--- src/rtl/rt_pkg.sv ---
package rt_pkg;

    typedef enum logic {
        EDGE_FALL = 1'b0,
        EDGE_RISE = 1'b1
    } edge_sel_e;

    typedef struct packed {
        logic s1;
        logic s2;
        logic prev;
        logic flag;
    } evt_state_t;

endpackage

--- src/rtl/rt_event_edge.sv ---
module rt_event_edge
    import rt_pkg::*;
(
    input  logic clk,
    input  logic rst_n,
    input  logic ext_i,
    input  logic rise_sel_i,
    input  logic clr_i,
    output logic flag_o
);

    evt_state_t st_d, st_q;
    edge_sel_e  mode;
    logic       hit;

    always_comb begin
        mode = edge_sel_e'(rise_sel_i);
        if (mode == EDGE_RISE) begin
            hit = st_q.s2 & ~st_q.prev;
        end else begin
            hit = ~st_q.s2 & st_q.prev;
        end
        st_d.s1   = ext_i;
        st_d.s2   = st_q.s1;
        st_d.prev = st_q.s2;
        st_d.flag = hit | (st_q.flag & ~clr_i);
    end

    always_ff @(posedge clk or negedge rst_n) begin
        if (!rst_n) begin
            st_q <= '0;
        end else begin
            st_q <= st_d;
        end
    end

    assign flag_o = st_q.flag;

    // a detected edge always leaves the flag set
    a_r7_edge_sets_flag: assert property (@(posedge clk) disable iff (!rst_n)
        hit |=> flag_o);

endmodule

--- src/rtl/rt_src_mux.sv ---
module rt_src_mux #(
    parameter int NSRC  = 4,
    parameter int SEL_W = 2
) (
    input  logic [NSRC-1:0]  src_en_i,
    input  logic [SEL_W-1:0] sel_i,
    input  logic             run_i,
    output logic             tick_o
);

    logic [NSRC-1:0] hit;

    for (genvar i = 0; i < NSRC; i++) begin : g_src
        assign hit[i] = src_en_i[i] & (sel_i == SEL_W'(i));
    end

    always_comb begin
        tick_o = run_i & (|hit);
    end

endmodule

--- src/rtl/rt_counter.sv ---
module rt_counter #(
    parameter int CNT_W = 8
) (
    input  logic             clk,
    input  logic             rst_n,
    input  logic             tick_i,
    input  logic             wr_en_i,
    input  logic             wr_latch_only_i,
    input  logic [CNT_W-1:0] wr_data_i,
    output logic [CNT_W-1:0] cnt_o,
    output logic [CNT_W-1:0] latch_o,
    output logic             uf_o
);

    localparam logic [CNT_W-1:0] RST_VAL = {CNT_W{1'b1}};

    typedef struct packed {
        logic [CNT_W-1:0] cnt;
        logic [CNT_W-1:0] latch;
        logic             uf;
    } cnt_state_t;

    cnt_state_t st_d, st_q;
    logic       load_cnt;

    always_comb begin
        load_cnt = wr_en_i & ~wr_latch_only_i;
        st_d     = st_q;
        st_d.uf  = 1'b0;
        if (wr_en_i) begin
            st_d.latch = wr_data_i;
        end
        if (load_cnt) begin
            st_d.cnt = wr_data_i;
        end else if (tick_i) begin
            if (st_q.cnt == '0) begin
                st_d.cnt = st_q.latch;
                st_d.uf  = 1'b1;
            end else begin
                st_d.cnt = st_q.cnt - 1'b1;
            end
        end
    end

    always_ff @(posedge clk or negedge rst_n) begin
        if (!rst_n) begin
            st_q.cnt   <= RST_VAL;
            st_q.latch <= RST_VAL;
            st_q.uf    <= 1'b0;
        end else begin
            st_q <= st_d;
        end
    end

    assign cnt_o   = st_q.cnt;
    assign latch_o = st_q.latch;
    assign uf_o    = st_q.uf;

    // an underflow pulse comes with a counter freshly reloaded from the latch
    a_r3_uf_reloads: assert property (@(posedge clk) disable iff (!rst_n)
        uf_o |-> (cnt_o == $past(latch_o)));

    // no enable and no counter write keeps the count and gives no pulse
    a_r6_hold: assert property (@(posedge clk) disable iff (!rst_n)
        (!tick_i && !(wr_en_i && !wr_latch_only_i)) |=> (cnt_o == $past(cnt_o)) && !uf_o);

    // a latch-only write lands in the latch
    a_r4_latch_write: assert property (@(posedge clk) disable iff (!rst_n)
        (wr_en_i && wr_latch_only_i) |=> (latch_o == $past(wr_data_i)));

    // a full write lands in the counter and suppresses underflow
    a_r5_full_write: assert property (@(posedge clk) disable iff (!rst_n)
        (wr_en_i && !wr_latch_only_i) |=> (cnt_o == $past(wr_data_i)) && !uf_o);

endmodule

--- src/rtl/reload_timer.sv ---
module reload_timer #(
    parameter int CNT_W = 8,
    parameter int NSRC  = 4,
    localparam int SEL_W = (NSRC > 1) ? $clog2(NSRC) : 1
) (
    input  logic             clk,
    input  logic             rst_n,
    input  logic [NSRC-1:0]  src_en,
    input  logic             run_wr,
    input  logic             run_val,
    input  logic             sel_wr,
    input  logic [SEL_W-1:0] sel_val,
    input  logic             wr_en,
    input  logic             wr_latch_only,
    input  logic [CNT_W-1:0] wr_data,
    input  logic             edge_rise,
    input  logic             ext_in,
    input  logic             evt_clr,
    output logic [CNT_W-1:0] count,
    output logic [CNT_W-1:0] latch,
    output logic             underflow,
    output logic             evt_flag,
    output logic             running,
    output logic [SEL_W-1:0] src_sel
);

    typedef struct packed {
        logic             run;
        logic [SEL_W-1:0] sel;
    } ctrl_t;

    ctrl_t ctrl_d, ctrl_q;
    logic  tick;

    always_comb begin
        ctrl_d = ctrl_q;
        if (run_wr) begin
            ctrl_d.run = run_val;
        end
        if (sel_wr && !ctrl_q.run) begin
            ctrl_d.sel = sel_val;
        end
    end

    always_ff @(posedge clk or negedge rst_n) begin
        if (!rst_n) begin
            ctrl_q <= '0;
        end else begin
            ctrl_q <= ctrl_d;
        end
    end

    assign running = ctrl_q.run;
    assign src_sel = ctrl_q.sel;

    rt_src_mux #(
        .NSRC  (NSRC),
        .SEL_W (SEL_W)
    ) u_src_mux (
        .src_en_i (src_en),
        .sel_i    (ctrl_q.sel),
        .run_i    (ctrl_q.run),
        .tick_o   (tick)
    );

    rt_counter #(
        .CNT_W (CNT_W)
    ) u_counter (
        .clk             (clk),
        .rst_n           (rst_n),
        .tick_i          (tick),
        .wr_en_i         (wr_en),
        .wr_latch_only_i (wr_latch_only),
        .wr_data_i       (wr_data),
        .cnt_o           (count),
        .latch_o         (latch),
        .uf_o            (underflow)
    );

    rt_event_edge u_event (
        .clk        (clk),
        .rst_n      (rst_n),
        .ext_i      (ext_in),
        .rise_sel_i (edge_rise),
        .clr_i      (evt_clr),
        .flag_o     (evt_flag)
    );

    // the selector is frozen across a running cycle
    a_r8_sel_locked: assert property (@(posedge clk) disable iff (!rst_n)
        running |=> $stable(src_sel));

    // a stopped timer never produces an underflow pulse
    a_r6_no_uf_stopped: assert property (@(posedge clk) disable iff (!rst_n)
        !running |=> !underflow);

    // the run bit follows its write strobe
    a_r11_run_write: assert property (@(posedge clk) disable iff (!rst_n)
        run_wr |=> (running == $past(run_val)));

endmodule

--- config.mk ---
export PLATFORM = sky130hd
export DESIGN_NAME = reload_timer
export DESIGN_NICKNAME = d
export VERILOG_FILES = /design/src/rtl/rt_pkg.sv /design/src/rtl/rt_event_edge.sv /design/src/rtl/rt_src_mux.sv /design/src/rtl/rt_counter.sv /design/src/rtl/reload_timer.sv
export SDC_FILE = /design/constraint.sdc
export NUM_CORES = 1
export LEC_CHECK = 0
export BUFFER_PORTS_ARGS = -buffer_cell sky130_fd_sc_hd__buf_2
export CORE_MARGIN = 4
export CORE_UTILIZATION = 52
export DETAILED_ROUTE_END_ITERATION = 12
export HOLD_SLACK_MARGIN = 0.1
export PLACE_DENSITY = 0.93
export REMOVE_ABC_BUFFERS = 1
export SLEW_MARGIN = 20
export SYNTH_ARGS = -nofsm -noshare
export SYNTH_HDL_FRONTEND = slang
export SYNTH_SLANG_ARGS = --single-unit
--- constraint.sdc ---
create_clock -name clk -period 3.7 [get_ports clk]
set_clock_uncertainty 0.2 [all_clocks]
set_input_delay 0 -clock clk [delete_from_list [all_inputs] [get_ports clk]]
set_output_delay 0 -clock clk [all_outputs]
set_load 0.005 [all_outputs]
### Yosys cells after proc, flatten, opt, wreduce, memory -nomap -nowiden

Cells that the tools add are included.
W data, S select, Z words.

| storage, ports and cells | value |
|---|---|
| bits in latches | 0 |
| output and inout port bits | 21 |
| memory bits (writable) | 0 |
| memory bits (read-only) | 0 |
| logic and storage cells | 40 |
| input bits | 24 |
| bits in registers | 24 |
| memories | 0 |

| operators by class | value |
|---|---|
| reduce and logical (&&, ||, !) cells | 6 |
| div/mod/pow operators | 0 |
| multipliers | 0 |
| $lt $le $gt $ge | 0 |
| shift operators | 0 |
| bitwise operators | 14 |
| add/subtract/negate cells | 1 |
| muxes and demuxes | 7 |
| eq/ne operators | 3 |

Operators by type and width:

| cell | number |
|---|---|
| $mux W8 | 3 |
| $and A1 B1 Y1 | 9 |
| $logic_not A8 Y1 | 1 |
| $sub A8 B1 Y8 const B | 1 |
| $eq A2 B2 Y1 const B | 2 |
| $mux W1 | 4 |
| $not A1 Y1 | 4 |
| $reduce_or A4 Y1 | 1 |
| $eq A2 B1 Y1 const B | 1 |
| $logic_not A2 Y1 | 1 |
| $reduce_bool A2 Y1 | 1 |
| $logic_and A1 B1 Y1 | 1 |
| $logic_not A1 Y1 | 1 |
| $or A1 B1 Y1 | 1 |

### Longest topological paths before layout

| depth | value |
|---|---|
| word-level depth | 6 |
| gate-level depth with buffers | 6 |
| gate-level depth less buffers | 6 |

### Cells and area by module

From an unflattened synthesis, not the netlist that was laid out.

| second synthesis, totals | value |
|---|---|
| cells, all modules | 108 |
| area, all modules | 1271.2 µm² |

By module, submodules not included:

| module | area each (µm²) | seq. area each (µm²) | times used | cells each |
|---|---|---|---|---|
| rt_counter | 979.7 | 445.4 | 1 | 91 |
| rt_event_edge | 132.6 | 100.1 | 1 | 8 |
| reload_timer | 130.1 | 75.1 | 1 | 7 |
| rt_src_mux | 28.8 | 0.0 | 1 | 2 |

### Worst setup path after synthesis

No wires, ideal clock.

| timing | value |
|---|---|
| path type | flip-flop to flip-flop |
| from | register u_counter.st_q (netlist bit u_counter.cnt_o[0]) |
| to | register u_counter.st_q (netlist bit u_counter.cnt_o[5]) |
| setup slack | 1.933 ns |
| data required time | 3.412 ns |
| library setup time | 0.088 ns |
| data arrival time | 1.480 ns |
| clock period less this slack | 1.767 ns |
| path buffers | 0 |
| stages on the path, launching flop included | 7 |
| path through | dfstp_2 > inv_1 > ha_1 > nor3b_2 > mux2_1 > nand4_1 > nand3_1 |

| on the way | value |
|---|---|
| word-level cells in the longest chain between the ends | 4 |
| elaborated cells between the ends (all ways) | 5 |
| those cells by class | add/sub (1); mux (3); reduce/logical (1) |

RTL lines:

| item | line | source |
|---|---|---|
| start, declared | rt_counter.sv:23 | `cnt_state_t st_d, st_q;` |
| start signal, assigned | rt_counter.sv:51 | `st_q <= st_d;` |
| $sub A8 B1 Y8 or $logic_not A8 Y1 (tied branches) | rt_counter.sv:40, rt_counter.sv:36 |  |
| $mux W8 (*) | rt_counter.sv:36 | `if (st_q.cnt == '0) begin` |
| $mux W8 (*) | rt_counter.sv:35 | `end else if (tick_i) begin` |
| $mux W8 (*) | rt_counter.sv:33 | `if (load_cnt) begin` |

Mark *: on every way between the ends. The rest lies on a longest branch, timed or not. The select of a mux whose other input is x is not followed.
A chain may end at the register's enable or synchronous reset.

### Final worst setup path

| timing | value |
|---|---|
| from | register u_counter.st_q (netlist bit u_counter.cnt_o[0]) |
| to | register u_counter.st_q (netlist bit u_counter.cnt_o[7]) |

The elaborated chain is that of the path after synthesis.

==> flow_summary.ini <==
[cells_and_area]
mostFrequentLayoutCells = buf_2, dlygate4sd3_1, dfstp_2
design_area_sq_mm = 0.00187
nNetsFinal = 217
drive_above_1_share = 0.426
insertedDiodeCount = 0
area_growth_pct = 46.9
layout_commonest_cell = buf_2

[sta]
slew_headroom = 0.513
tightest_slew_ns = 0.728
slew_violations = 0
setup_violations = 0
fmax_mhz = 402
final_hold_viol_count = 0
final.setup.tns_ns = 0
rsz0062_at_grt = false
min_period_ns = 2.49
fin_crit_sh = 0.672

[clocking]
clockRootBuffer = clkbuf_4
cts_resized = 0
post_cts_buffers = 0
cts-buffers-inserted = 3
cts_buffer_depth = 2
htreeDepth = 1
hold_buffers = 30
clk_pin_slew_ns = 0.15
tritoncts = done
clkSinkCount = 24
insertion_delay_ns = 0.33

[setup_path]
crit_fanout = 6
r2r_end = u_counter.cnt_o[7]
critPathMaxStageDelay_ns = 0.63
cp.required_ns = 3.77
reg2reg_depth = 6
critPathKind = flop to flop
worst-r2r-setup-slack_ns = 1.21
critPathArrivalTime_ns = 2.55
setup.worst_path.end_class = flop
path_buf_inv = 2
worstSetupStartpoint = u_counter.cnt_o[0]
crit_chain = inv_1, ha_1, mux2_2, a311oi_1, nor3_1, dlygate4sd3_1
cpLargestDelayFamily = buffers and inverters
start_kind = flop
r2r-start = u_counter.cnt_o[0]
cp_slowest_cell = dfstp_2

[floorplan]
die_area_sq_mm = 0.00330
start_util = 0.559
ioPinCount = 45
die_x_um = 57.4
fp.dieH_um = 57.4
rows = 17
core-area_sq_mm = 0.00228

[routing]
first_pass_iters = 4
viasPerCell = 6.36
wl_per_cell_um = 21.2
antenna_left = 0
drt_iter0_markers = 81
drcViolationCount = 0
num_vias = 1387
wl_mm = 4.62

[power_and_ir_drop]
powerDensity_mw_per_mm2 = 522
power.leakage_nw = 0.808
ir_drop_uv = 379

[hold_path]
min_to = u_event.st_d[2]
hold_class = primary input to flop
hold_path_depth = 2
worstHoldStart = ext_in

[grt]
grt_max_degree = 18
antenna_found_initial = 0
grt_pass1_vias = 1483
grtUsageTotal = 0.311
grt_pass1_wl_mm = 7.70
grt.overflow.total = 0

[yosys]
synth_ff_type = dfstp_2
ys_warn_count = 0
yosysUniqueCellTypes = 42
avgSynthCellArea_sq_um = 11.1
netlist_area_sq_mm = 0.00127
yosysSeqAreaShare = 0.488
ys_ff_latch = 24
synth-async-reset-ratio = 1.00
synth_cells = 115
synth_edf_count = 0

[place]
dp_hpwl_mm = 2.43
gp_congestion = 0.828
port_buffers = 44
dpl_cell_area_sq_mm = 0.00151

[run_status]
status = finished clean

[job]
max_cap_viol_count = 0
## area by class of cell
type / instances / area (sq um)
sequential: 24 / 621
tap: 28 / 35.0
inverter: 4 / 15.0
multi-input combinational: 84 / 623
clock buffer: 3 / 22.5
fill: 106 / 409
clock inverter: 1 / 30.0
timing repair buffer: 74 / 520
## registers in the layout, indices dropped and copies added (netlist names)
signal and cells:
u_event.st_q 1, u_counter.cnt_o 8, u_event.st_d 2, u_event.flag_o 1, running 1, u_counter.uf_o 1, src_sel 2, u_counter.latch_o 8
## cells by family (layout without fill, tap and decap cells)
kind of cell | after synthesis | in the layout | share of synthesized area
AOI/OAI and AO/OA | 26 | 26 | 0.152
muxes | 16 | 16 | 0.139
and+or+nand+nor | 39 | 39 | 0.173
adders and majority gates | 2 | 2 | 0.0197
DFF | 24 | 24 | 0.488
xor gates and xnor gates | 1 | 1 | 0.00689
buffers and inverters | 7 | 82 | 0.0216
## worst register-to-register path: cells and delay by family (launching register included)
kind | cells | cell delay (ns)
AO/OA/AOI/OAI | 1 | 0.28
flip-flops | 1 | 0.63
buffers and inverters | 2 | 0.67
AND/OR/NAND/NOR | 1 | 0.09
multiplexers | 1 | 0.29
adder cells (fa/ha/maj) | 1 | 0.25
## worst max path at each step
stage	end	slack (ns)	cells past startpoint
2_1_floorplan	u_counter.cnt_o[5]	1.93	6
3_3_place_gp	u_counter.cnt_o[5]	1.86	6
3_5_place_dp	u_counter.cnt_o[0]	1.76	6
6_report	u_counter.cnt_o[7]	1.21	6
5_1_grt	u_counter.cnt_o[7]	1.13	6
4_1_cts	u_counter.cnt_o[7]	1.32	6
## through the flow
| step | setup slack (ns) | instances | total power [mW] | hold WS [ns] | util |
|---|---|---|---|---|---|
| after CTS | 1.32 | 218 | 0.930 | 0.109 | 0.820 |
| after global routing | 1.13 | 218 | 1.03 | 0.106 | 0.820 |
| final | 1.21 | 218 | 0.975 | 0.109 | 0.820 |
| after detailed placement | 1.76 | 184 | 0.707 | -0.193 | 0.665 |
| after floorplan | 1.93 | 112 | 0.586 | -0.496 | - |
| after global placement | 1.86 | 184 | 0.681 | -0.207 | 0.665 |
## cells in the mapped netlist (2+ instances only)
cell,count,share of area
dfstp_2,16,0.33
mux2_2,12,0.11
nand2_1,12,0.035
dfrtp_1,8,0.16
nor2_1,7,0.021
nand3_1,5,0.020
inv_1,4,0.012
a21oi_1,3,0.012
a31oi_1,3,0.015
mux2i_1,3,0.024
nor2b_1,3,0.015
o211ai_1,3,0.018
o21ai_0,3,0.012
a311oi_1,2,0.014
ha_1,2,0.020
nand2b_1,2,0.0098
o31ai_1,2,0.012
## power by group
part | internal, mW | total [mW] | switching [mW] | leakage [nW]
Clock | 0.110 | 0.198 | 0.0882 | 0.0279
Combinational | 0.173 | 0.356 | 0.183 | 0.516
Sequential | 0.337 | 0.422 | 0.0849 | 0.264
Total | 0.619 | 0.975 | 0.356 | 0.808
## routing by layer
layer | vias up | GRT usage | wire, um
li1 | 581 | - | -
met1 | 656 | 0.371 | 1610
met5 | - | 0 | 0
met4 | 0 | 0.166 | 327
met2 | 116 | 0.534 | 2280
met3 | 34 | 0.0452 | 394
Note: power is estimated with default switching activity, not from simulation.
